`src/rtl/ard_pkg.sv`:
```
package ard_pkg;

  typedef logic [2:0] ratio_code_t;

  localparam int          NUM_RATIO    = 6;
  localparam ratio_code_t CODE_UNKNOWN = 3'd7;

  // Multipliers of the base unit (64) giving 128,192,256,384,512,768.
  function automatic int ratio_mult(input int idx);
    case (idx)
      0:       return 2;
      1:       return 3;
      2:       return 4;
      3:       return 6;
      4:       return 8;
      default: return 12;
    endcase
  endfunction

  function automatic int nominal_ratio(input int idx, input int base);
    return ratio_mult(idx) * base;
  endfunction

  // Codes at or below this index belong to the fast sample-rate class.
  localparam ratio_code_t LAST_FAST_CODE = 3'd1;

endpackage

```
`src/rtl/ard_lr_sync.sv`:
```
module ard_lr_sync #(
  parameter int STAGES = 2
) (
  input  logic clk,
  input  logic rst_n,
  input  logic async_in,
  output logic rise_pulse
);
  logic [STAGES-1:0] sync_q;
  logic              last_q;

  always_ff @(posedge clk or negedge rst_n) begin
    if (!rst_n) begin
      sync_q <= '0;
      last_q <= 1'b0;
    end else begin
      sync_q <= {sync_q[STAGES-2:0], async_in};
      last_q <= sync_q[STAGES-1];
    end
  end

  assign rise_pulse = sync_q[STAGES-1] & ~last_q;
endmodule

```
`src/rtl/ard_period_count.sv`:
```
module ard_period_count #(
  parameter int CNT_W     = 10,
  parameter int CNT_LIMIT = 771
) (
  input  logic             clk,
  input  logic             rst_n,
  input  logic             edge_seen,
  output logic             meas_vld,
  output logic [CNT_W-1:0] meas_cnt,
  output logic [CNT_W-1:0] run_cnt
);
  localparam logic [CNT_W-1:0] LIMIT_V = CNT_W'(CNT_LIMIT);

  logic             armed_q;
  logic [CNT_W-1:0] cnt_q;
  logic             hit_limit;

  assign hit_limit = (cnt_q == LIMIT_V - 1'b1) && !edge_seen;
  assign run_cnt   = cnt_q;

  always_ff @(posedge clk or negedge rst_n) begin
    if (!rst_n) begin
      armed_q  <= 1'b0;
      cnt_q    <= '0;
      meas_vld <= 1'b0;
      meas_cnt <= '0;
    end else begin
      meas_vld <= 1'b0;
      if (edge_seen) begin
        armed_q <= 1'b1;
        cnt_q   <= CNT_W'(1);
        if (armed_q && cnt_q != LIMIT_V) begin
          meas_vld <= 1'b1;
          meas_cnt <= cnt_q;
        end
      end else if (cnt_q != LIMIT_V) begin
        cnt_q <= cnt_q + 1'b1;
        if (hit_limit) begin
          meas_vld <= 1'b1;
          meas_cnt <= LIMIT_V;
        end
      end
    end
  end
endmodule

```
`src/rtl/ard_ratio_class.sv`:
```
module ard_ratio_class #(
  parameter int CNT_W = 10,
  parameter int BASE  = 64,
  parameter int TOL   = 2
) (
  input  logic [CNT_W-1:0]      meas_cnt,
  output ard_pkg::ratio_code_t  class_code
);
  logic [ard_pkg::NUM_RATIO-1:0] hit;

  for (genvar g = 0; g < ard_pkg::NUM_RATIO; g++) begin : g_win
    localparam int               NOM = ard_pkg::nominal_ratio(g, BASE);
    localparam logic [CNT_W-1:0] LO  = CNT_W'(NOM - TOL);
    localparam logic [CNT_W-1:0] HI  = CNT_W'(NOM + TOL);
    assign hit[g] = (meas_cnt >= LO) && (meas_cnt <= HI);
  end

  always_comb begin
    class_code = ard_pkg::CODE_UNKNOWN;
    for (int i = ard_pkg::NUM_RATIO - 1; i >= 0; i--) begin
      if (hit[i]) class_code = 3'(i);
    end
  end
endmodule

```
`src/rtl/ard_confirm.sv`:
```
module ard_confirm (
  input  logic                 clk,
  input  logic                 rst_n,
  input  logic                 meas_vld,
  input  ard_pkg::ratio_code_t class_code,
  output ard_pkg::ratio_code_t code_q,
  output logic                 valid_q
);
  ard_pkg::ratio_code_t pend_q;

  always_ff @(posedge clk or negedge rst_n) begin
    if (!rst_n) begin
      pend_q  <= ard_pkg::CODE_UNKNOWN;
      code_q  <= ard_pkg::CODE_UNKNOWN;
      valid_q <= 1'b0;
    end else if (meas_vld) begin
      pend_q <= class_code;
      if (class_code == ard_pkg::CODE_UNKNOWN) begin
        code_q  <= ard_pkg::CODE_UNKNOWN;
        valid_q <= 1'b0;
      end else if (class_code == pend_q) begin
        code_q  <= class_code;
        valid_q <= 1'b1;
      end
    end
  end
endmodule

```
`src/rtl/audio_ratio_detect.sv`:
```
module audio_ratio_detect #(
  parameter int BASE        = 64,
  parameter int TOL         = 2,
  parameter int SYNC_STAGES = 2
) (
  input  logic       clk_mclk,
  input  logic       rst_n,
  input  logic       lrclk_in,
  input  logic       adc_half_osr_req,
  output logic [2:0] ratio_code,
  output logic       ratio_valid,
  output logic       dac_osr_64,
  output logic       adc_osr_64,
  output logic       adc_ratio_err
);
  localparam int CNT_LIMIT =
    ard_pkg::nominal_ratio(ard_pkg::NUM_RATIO - 1, BASE) + TOL + 1;
  localparam int CNT_W = $clog2(CNT_LIMIT + 1);

  logic                 lr_rise;
  logic                 meas_vld;
  logic [CNT_W-1:0]     meas_cnt;
  logic [CNT_W-1:0]     run_cnt;
  ard_pkg::ratio_code_t class_code;
  ard_pkg::ratio_code_t code_q;
  logic                 valid_q;
  logic                 fast_class;

  ard_lr_sync #(.STAGES(SYNC_STAGES)) u_sync (
    .clk        (clk_mclk),
    .rst_n      (rst_n),
    .async_in   (lrclk_in),
    .rise_pulse (lr_rise)
  );

  ard_period_count #(.CNT_W(CNT_W), .CNT_LIMIT(CNT_LIMIT)) u_cnt (
    .clk       (clk_mclk),
    .rst_n     (rst_n),
    .edge_seen (lr_rise),
    .meas_vld  (meas_vld),
    .meas_cnt  (meas_cnt),
    .run_cnt   (run_cnt)
  );

  ard_ratio_class #(.CNT_W(CNT_W), .BASE(BASE), .TOL(TOL)) u_class (
    .meas_cnt   (meas_cnt),
    .class_code (class_code)
  );

  ard_confirm u_conf (
    .clk        (clk_mclk),
    .rst_n      (rst_n),
    .meas_vld   (meas_vld),
    .class_code (class_code),
    .code_q     (code_q),
    .valid_q    (valid_q)
  );

  assign fast_class    = valid_q && (code_q <= ard_pkg::LAST_FAST_CODE);
  assign ratio_code    = code_q;
  assign ratio_valid   = valid_q;
  assign dac_osr_64    = fast_class;
  assign adc_ratio_err = fast_class;
  assign adc_osr_64    = valid_q && !fast_class && adc_half_osr_req;
endmodule

```
`config.mk`:
```
export PLATFORM = sky130hd
export DESIGN_NAME = audio_ratio_detect
export DESIGN_NICKNAME = d
export VERILOG_FILES = /design/src/rtl/ard_pkg.sv /design/src/rtl/ard_lr_sync.sv /design/src/rtl/ard_period_count.sv /design/src/rtl/ard_ratio_class.sv /design/src/rtl/ard_confirm.sv /design/src/rtl/audio_ratio_detect.sv
export SDC_FILE = /design/constraint.sdc
export NUM_CORES = 1
export LEC_CHECK = 0
export BUFFER_PORTS_ARGS = -buffer_cell sky130_fd_sc_hd__buf_2
export CAP_MARGIN = 5
export CORE_ASPECT_RATIO = 0.9
export CORE_MARGIN = 5
export CORE_UTILIZATION = 60
export CTS_CLUSTER_DIAMETER = 40
export DETAILED_ROUTE_END_ITERATION = 12
export PLACE_DENSITY = 0.84
export SYNTH_ARGS = -nofsm -noshare
export SYNTH_HDL_FRONTEND = slang
export SYNTH_HIERARCHICAL = 1
export SYNTH_SLANG_ARGS = --single-unit
```
`constraint.sdc`:
```
create_clock -name clk_mclk -period 2.83 [get_ports clk_mclk]
set_input_delay 0.283 -clock clk_mclk [delete_from_list [all_inputs] [get_ports clk_mclk]]
set_output_delay 0.283 -clock clk_mclk [all_outputs]
set_load 0.005 [all_outputs]
```
# Word level (Yosys, flattened, before mapping)
# Index checks and enable logic that the tools add are counted.
totals:
  register_bits: 32
  in_bits: 4
  elab_cells: 68
op_classes:
  addsub: 1
  magnitude_cmp: 13
  eq_ne: 5
  mux: 20
  bitwise: 2
  n_reduce_logical: 18
op_table:
  columns: ["op", "n"]
  rows:
  - ["$mux 10", 6]
  - ["$ge 10x8->1 const B", 2]
  - ["$ge 10x9->1 const B", 2]
  - ["$le 10x10->1 const B", 2]
  - ["$le 10x8->1 const B", 2]
  - ["$le 10x9->1 const B", 2]
  - ["$mux 3", 6]
  - ["$logic_and 1x1->1", 11]
  - ["$add 10x1->10 const B", 1]
  - ["$eq 10x10->1 const B", 1]
  - ["$ge 10x10->1 const B", 1]
  - ["$ge 10x7->1 const B", 1]
  - ["$ne 10x10->1 const B", 1]
  - ["$mux 1", 6]
  - ["$reduce_bool 2->1", 3]
  - ["$mux 2", 2]
  - ["$eq 3x3->1", 1]
  - ["$eq 3x3->1 const B", 1]
  - ["$le 3x1->1 const B", 1]
  - ["$reduce_and 3->1", 1]
  - ["$logic_not 1->1", 2]
  - ["$ne 2x2->1 const B", 1]
  - ["$reduce_and 2->1", 1]
  - ["$and 1x1->1", 1]
  - ["$not 1->1", 1]

# Longest topological paths before layout
logic_depth:
  depth_word: 11
  ltp_mapped: 8
  depth_no_buf: 7

# Cells and area by module
# The synthesis kept the hierarchy.
modules_own_cells:
  columns: ["mod", "instances", "cells_each", "area_each_um2", "seq_area_each_um2"]
  rows:
  - ["ard_period_count", 1, 128, 1291.2, 550.5]
  - ["ard_confirm", 1, 29, 330.3, 182.7]
  - ["ard_ratio_class", 1, 27, 191.4, 0.0]
  - ["ard_lr_sync", 1, 4, 88.8, 75.1]
  - ["audio_ratio_detect", 1, 3, 25.0, 0.0]

# Least setup slack after synthesis
# Ideal clock, no wire load.
synth_path:
  path_type: "register to register"
  startpoint: "reg u_cnt.meas_cnt[4]"
  endpoint: "reg u_conf.code_q[0]"
  setup_ns: 0.083
  t_arrival_ns: 2.249
  path_slack_ns: 0.498
  path_stages_with_launch: 8
  synth_period_minus_slack_ns: 2.332
  path_cell_list: "dfrtp_1 nor4_4 nand2_2 a2111oi_2 nor3_1 xor2_1 or4b_4 a221o_1"
synth_between:
  word_cells_on_any_way: 30
  classes_between: "12 x order compare; 2 x eq/ne; 8 x mux; 8 x reduce/logical"
synth_lines:
  columns: ["item", "line", "rtl"]
  rows:
  - ["start: declaration", "ard_period_count.sv:9", "output logic [CNT_W-1:0] meas_cnt,"]
  - ["start signal: assignment", "ard_period_count.sv:34", "meas_cnt <= cnt_q;"]
  - ["$ge 10x9->1 / $le 10x10->1 (equally long branches)", "ard_ratio_class.sv:15", "assign hit[g] = (meas_cnt >= LO) && (meas_cnt <= HI);"]
  - ["$logic_and 1x1->1", "ard_ratio_class.sv:15", null]
  - ["$mux 2", "ard_ratio_class.sv:21", "if (hit[i]) class_code = 3'(i);"]
  - ["$mux 3 (3 in a row)", "ard_ratio_class.sv:21", null]
  - ["$mux 3 *", "ard_ratio_class.sv:21", null]
  - ["net class_code[0]", "audio_ratio_detect.sv:24", "ard_pkg::ratio_code_t class_code;"]
  - ["$eq 3x3->1, on equally long branches", "ard_confirm.sv:21, ard_confirm.sv:18", null]
  - ["$reduce_bool 2->1 (no line)", null, null]
  - ["$reduce_and 2->1 (no line)", null, null]
  - ["end signal: assignment", "ard_confirm.sv:14", "code_q <= ard_pkg::CODE_UNKNOWN;"]
  - ["end signal: assignment", "ard_confirm.sv:19", "code_q <= ard_pkg::CODE_UNKNOWN;"]
  - ["end signal: assignment", "ard_confirm.sv:22", "code_q <= class_code;"]
  - ["end: declaration", "ard_confirm.sv:6", "output ard_pkg::ratio_code_t code_q,"]
# Mark *: on every way through the listed nets, which the timed path passes. The rest lies on a longest branch. The select of a mux whose other input is x is not followed.
# A chain may end at the register's enable or synchronous reset.

# Final worst setup path
# Same ends and word-level chain as after synthesis.

==> impl_results.md <==
- Placed Area: 1960 µm²
- Synth cell types: 50
- Avg WL per Cell: 18.5 µm
- Initial Util: 0.628
- Post_cts resized: 0
- Max VDD drop: about 0.00049 V
- Main flop type after synthesis: dfrtp_1
- Delay of the slowest critical-path stage: roughly 570 ps
- Vias in the first global route: 1607
- Area of the die: between 4000 and 5000 µm²
- Core Area: roughly 3000 µm²
- Max-Cap Viols: 0
- PwrDens: between 700 and 800 nW/µm²
- Post-synth EDFFs: 0
- Tcrit/Tclk final: 0.914
- Worst EP required: between 3000 and 4000 ps
- Measured slew at the worst slew-check pin: 684 ps
- H-tree lvl count: 2
- Hold Vio Cnt, Final: 0
- Total Wirelength: 4.44 mm
- CTS max path bufs: 2
- R2R depth: 7
- DRC violations left: 0
- Reg2Reg Capture Point: u_conf/code_q[0]$_DFFE_PN1P_
- Launching point of the worst reg2reg path: u_cnt/meas_cnt[4]$_DFFE_PN0P_
- CP Data Arrival Time: 2860 ps
- IO Port Bufs: 10
- Tot Pwr: roughly 1400 µW
- Synthesized instance count: approximately 190
- Overall routing resource usage: 0.207
- Via density: 6.76
- Design area: approximately 2000 µm²
- Syn Nets: slightly below 200
- Worst-path fanout max: 5
- Buffers and inverters on the worst path: 0
- Most frequent cells in the layout: dfrtp_1, nand2_1, buf_2
- Starting DRC count in detailed routing: ~180
- Instance count on the critical path: 7
- Post-synth ARST share: 1.00
- Antenna cells: 0
- Setup violators final: 0
- Die width: 69.7 µm
- CTS tree: built
- Unrepaired setup endpoints after global routing: no
- Clock slew at reported path FFs: around 110 ps
- Mean post-synth cell area: 10.1 µm²
- Hold depth: 1
- GPL Wtd Cong: ~0.87
- Nets@finish: between 200 and 250
- Worst Setup EP: u_conf/code_q[0]$_DFFE_PN1P_
- Dpl hpwl: between 3 and 4 mm
- I/O pin count: 11
- Max Clk Rate: between 300 and 400 MHz
- CP startpoint kind: flop
- CTS root buffer: clkbuf_4
- HP Start: lrclk_in
- Reg2reg setup slack: 240 ps
- CTS Buf Count: 5
- CP Class: flop to flop
- Commonest non-fill, non-tap cell in the layout: dfrtp_1
- Crit path cell chain: nor4_4 > nand2_2 > a2111oi_2 > nor3_1 > xor2_1 > or4b_4 > a221o_1
- CP Launch Point: u_cnt/meas_cnt[4]$_DFFE_PN0P_
- Initial antenna violation count: 0
- Relative slew margins: 0.544
- Synthesized area: just under 2000 µm²
- CP top delay family: simple AND/OR/NAND/NOR gates
- # rows: 19
- Leak: approximately 0.00085 µW
- Critical-path top delay cell: or4b_4
- #FFs+latches synth: 32
- Slew Viols, Final: 0
- Status: complete, no violations
- Global-route wire length before repair: between 7 and 8 mm
- Yosys warns: 6
- Final min period: about 2600 ps
- Gr ovfl total: 0
- Fraction of layout cells with a size suffix above 1: 0.202
- DR pass1 iterations: 5
- P&R area growth vs syn: 6.17%
- Post-route setup TNS: 0 ps
- HP Class: input port to flop
- Worst Setup End Kind: flop
- Die H: roughly 64 µm
- Post-synthesis sequential area ratio: 0.419
- Clock Skew: ~11 ps
- Sink Count: 32
- Clock Latency Late Sink: ~340 ps
- Number of routed nets with antenna violations: 0
- Largest net degree at the start of global routing: 33
- Via count: ~1600
[what timing repair did]
action	in CTS	in global routing
hold buffers	1	0
buffers inserted	0	0
endpoints found under the hold margin	13	0
[metrics by stage]
stage          cells  hold slack [ps]  worst slack (ps)  utilization
6_report         240             54.0               245        0.667
2_1_floorplan    191            -12.6               498            -
5_1_grt          240             31.0               111        0.667
3_3_place_gp     231              332               433        0.638
3_5_place_dp     231              336               295        0.638
4_1_cts          240             47.4               279        0.667
[layer usage]
metal  routed length (µm)  vias up  global-route usage
li1                     -      738                   -
met1                 1830      790               0.252
met2                 2200       81               0.346
met3                  304       14              0.0549
met4                   98        0              0.0957
met5                    0        -                   0
[synthesized netlist by cell type (2+ instances only)]
cell type	instances	area (µm²)
a211oi_1	3	22.5
a21oi_1	8	40.0
a221o_1	3	30.0
a311oi_1	2	17.5
a31oi_1	4	25.0
and3_1	3	18.8
buf_2	5	25.0
buf_4	4	30.0
buf_6	2	22.5
clkbuf_1	3	11.3
dfrtp_1	26	651
dfstp_2	6	158
ha_1	2	25.0
inv_1	7	26.3
mux2i_1	8	80.1
nand2_1	16	60.1
nand3_1	8	40.0
nand3b_1	3	22.5
nand4_1	9	56.3
nor2_1	6	22.5
nor3_1	4	20.0
nor4_1	6	37.5
nor4b_4	2	47.6
o21a_1	2	15.0
o21ai_0	6	30.0
o21ai_1	2	10.0
o221a_1	2	22.5
o221ai_1	6	52.6
o31ai_1	2	15.0
or2_2	3	18.8
or3_1	3	18.8
or4_1	2	15.0
or4b_4	2	27.5
xor2_1	5	43.8
[where the power goes]
part,internal [µW],switching [µW],leakage (µW),total (µW)
sequential,559,140,0.000395,699
clock,184,164,0.0000412,349
combinational,176,210,0.000419,386
[kinds of logic (layout without fill, tap and decap cells)]
| group | count (synthesis) | after routing | synth area share |
|---|---|---|---|
| muxes | 9 | 9 | 0.0474 |
| buffers and inverters | 22 | 29 | 0.0617 |
| DFF | 32 | 32 | 0.419 |
| xor gates and xnor gates | 6 | 6 | 0.0312 |
| AOI/OAI and AO/OA | 46 | 46 | 0.180 |
| adders and majority gates | 2 | 2 | 0.0130 |
| and+or+nand+nor | 74 | 74 | 0.247 |
[flip-flops by register name, indices dropped and copies added (netlist names)]
name	count
u_cnt/armed_q	1
u_cnt/meas_cnt	10
u_cnt/meas_vld	1
u_cnt/run_cnt	10
u_conf/code_q	3
u_conf/pend_q	3
u_conf/valid_q	1
u_sync/last_q	1
u_sync/sync_q	2
[how the worst min path moves through the flow]
stage,endpoint,slack (ps)
4_1_cts,u_sync/sync_q[0]$_DFF_PN0_,50
3_3_place_gp,u_sync/sync_q[1]$_DFF_PN0_,330
5_1_grt,u_sync/sync_q[0]$_DFF_PN0_,30
2_1_floorplan,u_cnt/armed_q$_DFFE_PN0P_,-10
3_5_place_dp,u_sync/sync_q[1]$_DFF_PN0_,340
6_report,u_sync/sync_q[0]$_DFF_PN0_,50
[worst register-to-register path: cells and delay by family (launching register included)]
family | cells | cell delay, ps
compound gates | 2 | 640
simple gates | 4 | 1220
flops | 1 | 460
xor+xnor | 1 | 200
[cell type report]
| class | instances | area (µm²) |
|---|---|---|
| tap | 42 | 52.6 |
| timing repair buffer | 13 | 75.1 |
| inverter | 8 | 30.0 |
| clock buffer | 5 | 37.5 |
| multi-input combinational | 137 | 1000 |
| fill | 237 | 1020 |
| clock inverter | 3 | 42.5 |
| sequential | 32 | 808 |
Note: power is estimated with default switching activity, not from simulation.
